==> config.mk <==
export PLATFORM = sky130hd
export DESIGN_NAME = cstore_access_seq
export DESIGN_NICKNAME = d
export VERILOG_FILES = /design/src/rtl/cstore_seq_pkg.sv /design/src/rtl/cstore_seq_decode.sv /design/src/rtl/cstore_seq_state_reg.sv /design/src/rtl/cstore_seq_out_reg.sv /design/src/rtl/cstore_access_seq.sv
export SDC_FILE = /design/constraint.sdc
export NUM_CORES = 1
export LEC_CHECK = 0
export BUFFER_PORTS_ARGS = -buffer_cell sky130_fd_sc_hd__buf_2
export CAP_MARGIN = 10
export CORE_MARGIN = 4
export CORE_UTILIZATION = 45
export DETAILED_ROUTE_END_ITERATION = 16
export PLACE_DENSITY_LB_ADDON = 0.12
export SYNTH_ARGS = -nofsm -noshare
export SYNTH_HDL_FRONTEND = slang
export SYNTH_SLANG_ARGS = --single-unit
==> constraint.sdc <==
create_clock -name clk -period 2.8 [get_ports clk]
set_input_delay 0.7 -clock clk [delete_from_list [all_inputs] [get_ports clk]]
set_output_delay 0.7 -clock clk [all_outputs]
set_load 0.01 [all_outputs]
==> src/rtl/cstore_seq_pkg.sv <==
package cstore_seq_pkg;

    localparam int SLICE_W = 4;
    localparam int STATE_W = 3;

    typedef enum logic [STATE_W-1:0] {
        ST_IDLE    = 3'd0,
        ST_ISSUE   = 3'd1,
        ST_COMMIT  = 3'd2,
        ST_DRAIN_A = 3'd3,
        ST_DRAIN_B = 3'd4,
        ST_FINISH  = 3'd5
    } seq_state_e;

    typedef struct packed {
        logic run_en;
        logic addr_rd_n;
        logic addr_inc_n;
        logic temp_wr;
        logic temp_rd_n;
        logic store_wr_en;
        logic store_rd_en;
    } strobe_t;

    // Every strobe at its inactive level, run held off (reset value).
    function automatic strobe_t strobe_reset();
        strobe_t s;
        s.run_en      = 1'b0;
        s.addr_rd_n   = 1'b1;
        s.addr_inc_n  = 1'b1;
        s.temp_wr     = 1'b0;
        s.temp_rd_n   = 1'b1;
        s.store_wr_en = 1'b0;
        s.store_rd_en = 1'b0;
        return s;
    endfunction

    // Default in-sequence value: run on, strobes idle.
    function automatic strobe_t strobe_quiet();
        strobe_t s;
        s        = strobe_reset();
        s.run_en = 1'b1;
        return s;
    endfunction

endpackage

==> src/rtl/cstore_seq_decode.sv <==
module cstore_seq_decode
    import cstore_seq_pkg::*;
#(
    parameter int SW          = SLICE_W,
    parameter int LAST_STORE  = 7,
    parameter int TEMP_BASE   = 10,
    parameter int WR_RD_FLOOR = 2
) (
    input  seq_state_e    state,
    input  logic [SW-1:0] slice,
    input  logic          rd,
    input  logic          wr,
    output seq_state_e    next_state,
    output logic [SW-1:0] next_slice,
    output strobe_t       next_strobe
);
    localparam logic [SW-1:0] LAST_S  = SW'(LAST_STORE);
    localparam logic [SW-1:0] TEMP_S  = SW'(TEMP_BASE);
    localparam logic [SW-1:0] FLOOR_S = SW'(WR_RD_FLOOR);
    localparam logic [SW-1:0] ONE_S   = SW'(1);

    logic cmd, in_store, rd_path, temp_hit;

    always_comb begin
        cmd      = rd | wr;
        in_store = (slice <= LAST_S);
        rd_path  = (wr && slice >= FLOOR_S && in_store) || (rd && slice < TEMP_S);
        temp_hit = rd && (slice >= TEMP_S);
    end

    always_comb begin
        next_state  = state;
        next_slice  = slice;
        next_strobe = strobe_quiet();
        unique case (state)
            ST_IDLE: begin
                if (cmd) begin
                    next_state = ST_ISSUE;
                    if (in_store) begin
                        next_strobe.run_en    = 1'b0;
                        next_strobe.addr_rd_n = 1'b0;
                    end
                end
            end
            ST_ISSUE, ST_COMMIT: begin
                next_strobe.store_rd_en = rd_path;
                if (in_store) begin
                    next_strobe.run_en    = 1'b0;
                    next_strobe.addr_rd_n = 1'b0;
                end
                if (temp_hit) begin
                    next_strobe.temp_rd_n = 1'b0;
                end else if (state == ST_COMMIT) begin
                    next_strobe.temp_wr = 1'b1;
                end
                if (state == ST_COMMIT) begin
                    next_strobe.store_wr_en = wr && in_store;
                    next_state = ST_DRAIN_A;
                end else begin
                    next_state = ST_COMMIT;
                end
            end
            ST_DRAIN_A, ST_DRAIN_B: begin
                if (in_store) next_strobe.run_en    = 1'b0;
                if (rd)       next_strobe.temp_rd_n = 1'b0;
                next_state = (state == ST_DRAIN_A) ? ST_DRAIN_B : ST_FINISH;
            end
            ST_FINISH: begin
                if (cmd) begin
                    if (rd) next_strobe.temp_rd_n = 1'b0;
                end else begin
                    if (slice < TEMP_S) next_slice = slice + ONE_S;
                    if (slice == LAST_S) begin
                        next_slice             = '0;
                        next_strobe.addr_inc_n = 1'b0;
                    end
                    next_state = ST_IDLE;
                end
            end
            default: next_state = ST_IDLE;
        endcase
    end
endmodule

==> src/rtl/cstore_seq_state_reg.sv <==
module cstore_seq_state_reg
    import cstore_seq_pkg::*;
(
    input  logic       clk,
    input  logic       rst,
    input  seq_state_e d,
    output seq_state_e q
);
    always_ff @(posedge clk) begin
        if (rst) q <= ST_IDLE;
        else     q <= d;
    end

    assert_reset_idle_R1: assert property (@(posedge clk) rst |=> (q == ST_IDLE));
    assert_drain_steps_R7: assert property (@(posedge clk) disable iff (rst)
        (q == ST_DRAIN_A) |=> (q == ST_DRAIN_B));
    assert_issue_steps_R7: assert property (@(posedge clk) disable iff (rst)
        (q == ST_ISSUE) |=> (q == ST_COMMIT));
endmodule

==> src/rtl/cstore_seq_out_reg.sv <==
module cstore_seq_out_reg
    import cstore_seq_pkg::*;
#(
    parameter int SW = SLICE_W
) (
    input  logic          clk,
    input  logic          rst,
    input  logic [SW-1:0] slice_d,
    input  strobe_t       strobe_d,
    output logic [SW-1:0] slice_q,
    output strobe_t       strobe_q
);
    always_ff @(posedge clk) begin
        if (rst) begin
            slice_q  <= '0;
            strobe_q <= strobe_reset();
        end else begin
            slice_q  <= slice_d;
            strobe_q <= strobe_d;
        end
    end

    assert_reset_strobes_R1: assert property (@(posedge clk)
        rst |=> (strobe_q == strobe_reset() && slice_q == '0));
    assert_temp_exclusive_R6: assert property (@(posedge clk) disable iff (rst)
        !(strobe_q.temp_wr && !strobe_q.temp_rd_n));
    assert_inc_wraps_R9: assert property (@(posedge clk) disable iff (rst)
        !strobe_q.addr_inc_n |-> (slice_q == '0));
endmodule

==> src/rtl/cstore_access_seq.sv <==
module cstore_access_seq
    import cstore_seq_pkg::*;
#(
    parameter int SW          = SLICE_W,
    parameter int LAST_STORE  = 7,
    parameter int TEMP_BASE   = 10,
    parameter int WR_RD_FLOOR = 2
) (
    input  logic          clk,
    input  logic          rst,
    input  logic          rd_cmd,
    input  logic          wr_cmd,
    input  logic [SW-1:0] slice_in,
    output logic [SW-1:0] slice_out,
    output logic          run_en,
    output logic          addr_rd_n,
    output logic          addr_inc_n,
    output logic          temp_wr,
    output logic          temp_rd_n,
    output logic          store_wr_en,
    output logic          store_rd_en
);
    localparam logic [SW-1:0] LAST_S = SW'(LAST_STORE);

    seq_state_e    state_q, state_d;
    logic [SW-1:0] slice_d;
    strobe_t       strobe_d, strobe_q;

    cstore_seq_decode #(
        .SW(SW), .LAST_STORE(LAST_STORE), .TEMP_BASE(TEMP_BASE), .WR_RD_FLOOR(WR_RD_FLOOR)
    ) u_decode (
        .state(state_q), .slice(slice_in), .rd(rd_cmd), .wr(wr_cmd),
        .next_state(state_d), .next_slice(slice_d), .next_strobe(strobe_d)
    );

    cstore_seq_state_reg u_state (
        .clk(clk), .rst(rst), .d(state_d), .q(state_q)
    );

    cstore_seq_out_reg #(.SW(SW)) u_out (
        .clk(clk), .rst(rst), .slice_d(slice_d), .strobe_d(strobe_d),
        .slice_q(slice_out), .strobe_q(strobe_q)
    );

    assign run_en      = strobe_q.run_en;
    assign addr_rd_n   = strobe_q.addr_rd_n;
    assign addr_inc_n  = strobe_q.addr_inc_n;
    assign temp_wr     = strobe_q.temp_wr;
    assign temp_rd_n   = strobe_q.temp_rd_n;
    assign store_wr_en = strobe_q.store_wr_en;
    assign store_rd_en = strobe_q.store_rd_en;

    assert_store_wr_origin_R5: assert property (@(posedge clk) disable iff (rst)
        store_wr_en |-> ($past(state_q) == ST_COMMIT && $past(wr_cmd) && $past(slice_in) <= LAST_S));
    assert_stall_needs_store_slice_R3: assert property (@(posedge clk) disable iff (rst)
        (!run_en && !$past(rst)) |-> ($past(slice_in) <= LAST_S));
    assert_finish_holds_R8: assert property (@(posedge clk) disable iff (rst)
        (state_q == ST_FINISH && (rd_cmd || wr_cmd)) |=> (state_q == ST_FINISH));
endmodule

* After elaboration in Yosys (flattened, before gate mapping)
Cells that the tools add are included.
Storage, ports and cells: register bits after elaboration 14, input port bits 8, output and inout bits 11, logic and storage cells 60
Operators by class: order comparisons 4, reduce and logical (&&, ||, !) cells 14, muxes and demuxes 20, equal/unequal tests 8, bitwise gates (word level) 4, add/subtract/negate cells 1
Operator list (count):
- 2-to-1 mux 4 bit | 4
- one-hot mux 3 bit (4 select lines) | 1
- OR reduction 3 bit | 3
- 2-to-1 mux 1 bit | 8
- == test 3 x 2 -> 1 bit (second input constant) | 2
- == test 3 bit (second input constant) | 2
- 2-to-1 mux 3 bit | 2
- one-hot mux 1 bit (3 select lines) | 2
- OR reduction 2 bit | 3
- logical AND 1 bit | 5
- adder 4 x 1 -> 4 bit (second input constant) | 1
- == test 4 x 3 -> 1 bit (second input constant) | 1
- >= comparator 4 x 2 -> 1 bit (second input constant) | 1
- >= comparator 4 bit (second input constant) | 1
- less-or-equal comparator 4 x 3 -> 1 bit (second input constant) | 1
- less-than comparator 4 bit (second input constant) | 1
- 2-to-1 mux 2 bit | 2
- == test 3 x 1 -> 1 bit (second input constant) | 1
- zero test 3 bit | 1
- NOT 1 bit | 3
- != test 2 x 1 -> 1 bit (second input constant) | 1
- != test 2 bit (second input constant) | 1
- one-hot mux 1 bit (2 select lines) | 1
- AND reduction 2 bit | 1
- other kinds (2) | 2

* Longest topological paths before layout
word-level depth 5, depth in mapped cells 5, depth with buffers taken out 5

* Cells and area by module
A second synthesis with hierarchy kept.
Unflattened totals: cell total of the unflattened synthesis 81, area, all modules 729.4 um2
Modules (own cells, without submodules):
- cstore_seq_decode | instances 1, sequential area each 0.0 um2, area an instance 350.3 um2, cells an instance 52
- cstore_seq_out_reg | instances 1, sequential area each 220.2 um2, area an instance 300.3 um2, cells an instance 23
- cstore_seq_state_reg | instances 1, sequential area each 60.1 um2, area an instance 78.8 um2, cells an instance 6

* Worst setup path before layout
OpenSTA, ideal clock, no wires.
path type input to register, start in slice_in[0], end reg u_out.strobe_q[2] (netlist name), arrival 1.557 ns, setup slack 1.149 ns, library setup time 0.093 ns, stages 5, buffers on the path 0, required time 2.707 ns, cell sequence inv_1 > ha_1 > or3_1 > o2111a_1 > o311ai_2
Between the ends: cells in the longest elaborated chain, start to end 4
Ends and longest elaborated chain:
- from (decl) | RTL line cstore_access_seq.sv:13 | input logic [SW-1:0] slice_in,
- >= comparator 4 bit | RTL line cstore_seq_decode.sv:28 | temp_hit = rd && (slice >= TEMP_S);
- logical AND 1 bit | RTL line cstore_seq_decode.sv:28
- 2-to-1 mux 1 bit | RTL line cstore_seq_decode.sv:51 | if (temp_hit) begin
- one-hot mux 1 bit (3 select lines) | RTL line cstore_seq_decode.sv:35 | unique case (state)
No other way between the ends. A chain may end at the register's enable or synchronous reset.

* Final worst setup path
start in slice_in[0], end reg u_out.strobe_q[2] (netlist name)
Between the ends: cells in the longest elaborated chain, start to end 4
Ends and longest elaborated chain (RTL line):
- >= comparator 4 bit | cstore_seq_decode.sv:28
- logical AND 1 bit | cstore_seq_decode.sv:28
- 2-to-1 mux 1 bit | cstore_seq_decode.sv:51
- one-hot mux 1 bit (3 select lines) | cstore_seq_decode.sv:35
No other way between the ends.

==> results.md <==
* Switching pwr at between 100 and 150 uW
* First-pass GRT wire length at between 2 and 2.5 mm
* Buffer count from post-CTS setup fixing at 0
* Flops & latches, synth at 14
* Clock-pin slew on the worst setup and hold paths at 0.09 ns
* Max_slew headroom at 75.6%
* Final WL at ~1.3 mm
* Congestion Overflow GR at 0
* Comb pwr share at between 10% and 20%
* Hold buffers post-CTS at 0
* CTS H-Tree Depth at 1
* CP endpoint kind: register
* Synthesized Nets at between 80 and 90
* Clock Root Buffer: clkbuf_4
* Post-synth cell types at 32
* Worst Path Arrival at about 1.7 ns
* Slew Limit Fails at 0
* Max FO, Critical Path at 5
* Number of global-route vias before repair at slightly below 500
* CTS tree: done
* HPWL after DPL at 1.00 mm
* Leak Pwr at 0.000345 uW
* Area after DPL at ~740 um^2
* Share of the synthesized area in the top cell type at 43.0%
* Post-route cell area at slightly below 800 um^2
* Final Hold Fails at 0
* Post-DRT Antenna Nets at 0
* Clock Path Buffers at 2
* Clock Sinks at 14
* Antenna violations before repair at 0
* Die W at 46.1 um
* Most frequent cell after synthesis: dfxtp_1
* Die Y at between 40 and 50 um
* Core area at about 0.0013 mm^2
* Number of DRC markers in iteration 0 at 15
* Final Setup Violations at 0
* Post-synthesis cell count at between 70 and 80
* Sequential Power Share at 51.8%
* Clk_skew at between 0.005 and 0.006 ns
* Power Density at roughly 570 mW/mm^2
* P_int at about 320 uW
* Post-synth EDFFs at 0
* Switching fraction of total power at 26.7%
* Post-route setup TNS at 0 ns
* Via count at 595
* Standard-cell rows at 13
* Final critical-path share of the clock period at ~55%
* Synth area leaders: dfxtp_1, ha_1, and4b_1
* DRC at 0
* Dominant cell type by area after synthesis: dfxtp_1
* Detailed Routing Iterations Pass 1 at 4
* Final min period at roughly 1.5 ns
* Routability Congestion at ~0.75
* Largest net degree at the start of global routing at 13
* Starting Density at between 40 and 50%
* Setup crit start kind: input port
* Clock power share at 32.9%
* I/O Buffers at 18
* Max cap viols at 0
* Seq/Total Area, Yosys at 43.0%
* Drt wl/cell at roughly 13 um
* Ant diodes at 0
* Mapped Area at 652 um^2
* Total CTS buffers at 3
* Yosys warning total at 0
* Syn avg cell area at roughly 9 um^2
* Slew @ Worst Pin at between 0.3 and 0.4 ns
* Synth-to-Final Area Change at 18.6%
* Peak VDD IR at slightly below 0.3 mV
* Die ar. at 0.00212 mm^2
* Nets at 100
* Asr flop ratio synth at 0%
* Status: finished clean
* HP Class: reg2reg
* Total track usage at 14.1%
* Fmax at between 0.6 and 0.7 GHz
* Clock Latency Late Sink at about 0.28 ns
* Post-synth top flop: dfxtp_1
* Share of layout cells above drive strength 1 at 25.8%
* Post-CTS resize count at 0
* Tot Pwr at between 400 and 500 uW
* Synth cell count leaders: dfxtp_1, nand2_1, inv_1, nor2_1, o21ai_0
* # IOs at 19
* CP Class: in2reg
* Crit path required time at around 3 ns
* Vias/cell at roughly 5.7
* RSZ-0062 raised after global routing: no
==> flip-flops by register name (all words and copies together) (netlist names) <==
name            count
u_out.strobe_q      7
u_out.slice_q       4
u_state.q           3
==> metal layers <==
metal / vias up / GRT usage (%) / wire length [um]
li1: 297 / - / -
met1: 277 / 18.2 / 619
met2: 19 / 19.8 / 569
met3: 2 / 5.08 / 94
met4: 0 / 8.52 / 26
met5: - / 0 / 0
==> critical path: stages <==
cell and delay (ns):
buf_2 0.12, inv_1 0.05, ha_1 0.18, or3_1 0.36
o2111a_1 0.14, o311ai_2 0.19
==> final timing paths <==
check        cells past startpoint  slack (ns)                 startpoint                           end
max                              6        1.26                slice_in[0]  u_out.strobe_q[2]$_SDFF_PP1_
min                              2        0.64  u_state.q[2]$_SDFFE_PP0P_  u_out.strobe_q[6]$_SDFF_PP0_
max reg2reg                      3        1.40  u_state.q[0]$_SDFFE_PP0P_   u_out.slice_q[2]$_SDFF_PP0_
min reg2reg                      2        0.64  u_state.q[2]$_SDFFE_PP0P_  u_out.strobe_q[6]$_SDFF_PP0_
==> per-stage QoR <==
stage | worst slack [ns] | hold WS (ns) | util (%) | instances
2_1_floorplan | 1.15 | 0.526 | - | 71
3_3_place_gp | 0.991 | 0.628 | 55.3 | 100
3_5_place_dp | 0.957 | 0.624 | 55.3 | 100
4_1_cts | 1.27 | 0.641 | 58.0 | 104
5_1_grt | 1.19 | 0.660 | 58.0 | 104
6_report | 1.26 | 0.642 | 58.0 | 104
==> logic make-up (layout without fill, tap and decap cells) <==
| kind of cell | Yosys count | count (layout) | share of synthesized area, % |
|---|---|---|---|
| mux | 2 | 2 | 3.07 |
| flops | 14 | 14 | 43.0 |
| xor+xnor | 1 | 1 | 1.34 |
| simple gates | 30 | 30 | 27.1 |
| buf+inv | 8 | 26 | 5.95 |
| fa+ha+maj | 2 | 2 | 3.84 |
| compound gates | 14 | 14 | 15.7 |
==> area by class of cell <==
class,instances,area (um^2)
Sequential cell,14,280
Clock buffer,4,36.3
Inverter,4,15.0
Timing Repair Buffer,18,90.1
Fill cell,121,561
Multi-Input combinational cell,49,333
Tap cell,15,18.8
==> power by group through the flow <==
stage / logic [uW] / clock network (uW) / registers (uW)
finish: 67.5 / 145 / 229
global route: 75.0 / 157 / 231
CTS: 68.2 / 148 / 228
detailed placement: 67.9 / 0 / 233
global placement: 67.1 / 0 / 233
floorplan: 51.8 / 0 / 227
==> cell usage in the layout (no fill, tap or decap) <==
| cell | synthesis | final |
|---|---|---|
| buf_2 | 1 | 18 |
| dfxtp_1 | 14 | 14 |
| nand2_1 | 5 | 5 |
| inv_1 | 4 | 4 |
| nor2_1 | 4 | 4 |
| o21ai_0 | 4 | 4 |
| nor3_1 | 3 | 3 |
| or3_1 | 3 | 3 |
| nand3_1 | 3 | 3 |
| clkbuf_4 | 0 | 3 |
| mux2i_1 | 2 | 2 |
| and4b_1 | 2 | 2 |
| a21oi_1 | 2 | 2 |
| a31oi_1 | 2 | 2 |
| and3_1 | 2 | 2 |
| ha_1 | 2 | 2 |
| or3b_1 | 1 | 1 |
| and3b_1 | 1 | 1 |
| and2b_1 | 1 | 1 |
| a21boi_0 | 1 | 1 |
| a41oi_1 | 1 | 1 |
| a211oi_1 | 1 | 1 |
| and4_1 | 1 | 1 |
| a2bb2oi_1 | 1 | 1 |
| nand4_1 | 1 | 1 |
| o2111a_1 | 1 | 1 |
| o311ai_2 | 1 | 1 |
| nand4b_1 | 1 | 1 |
| nand2b_1 | 1 | 1 |
| xnor2_1 | 1 | 1 |
| nor4_1 | 1 | 1 |
| clkbuf_8 | 0 | 1 |
No activity file was read; power rests on OpenSTA's default activity.
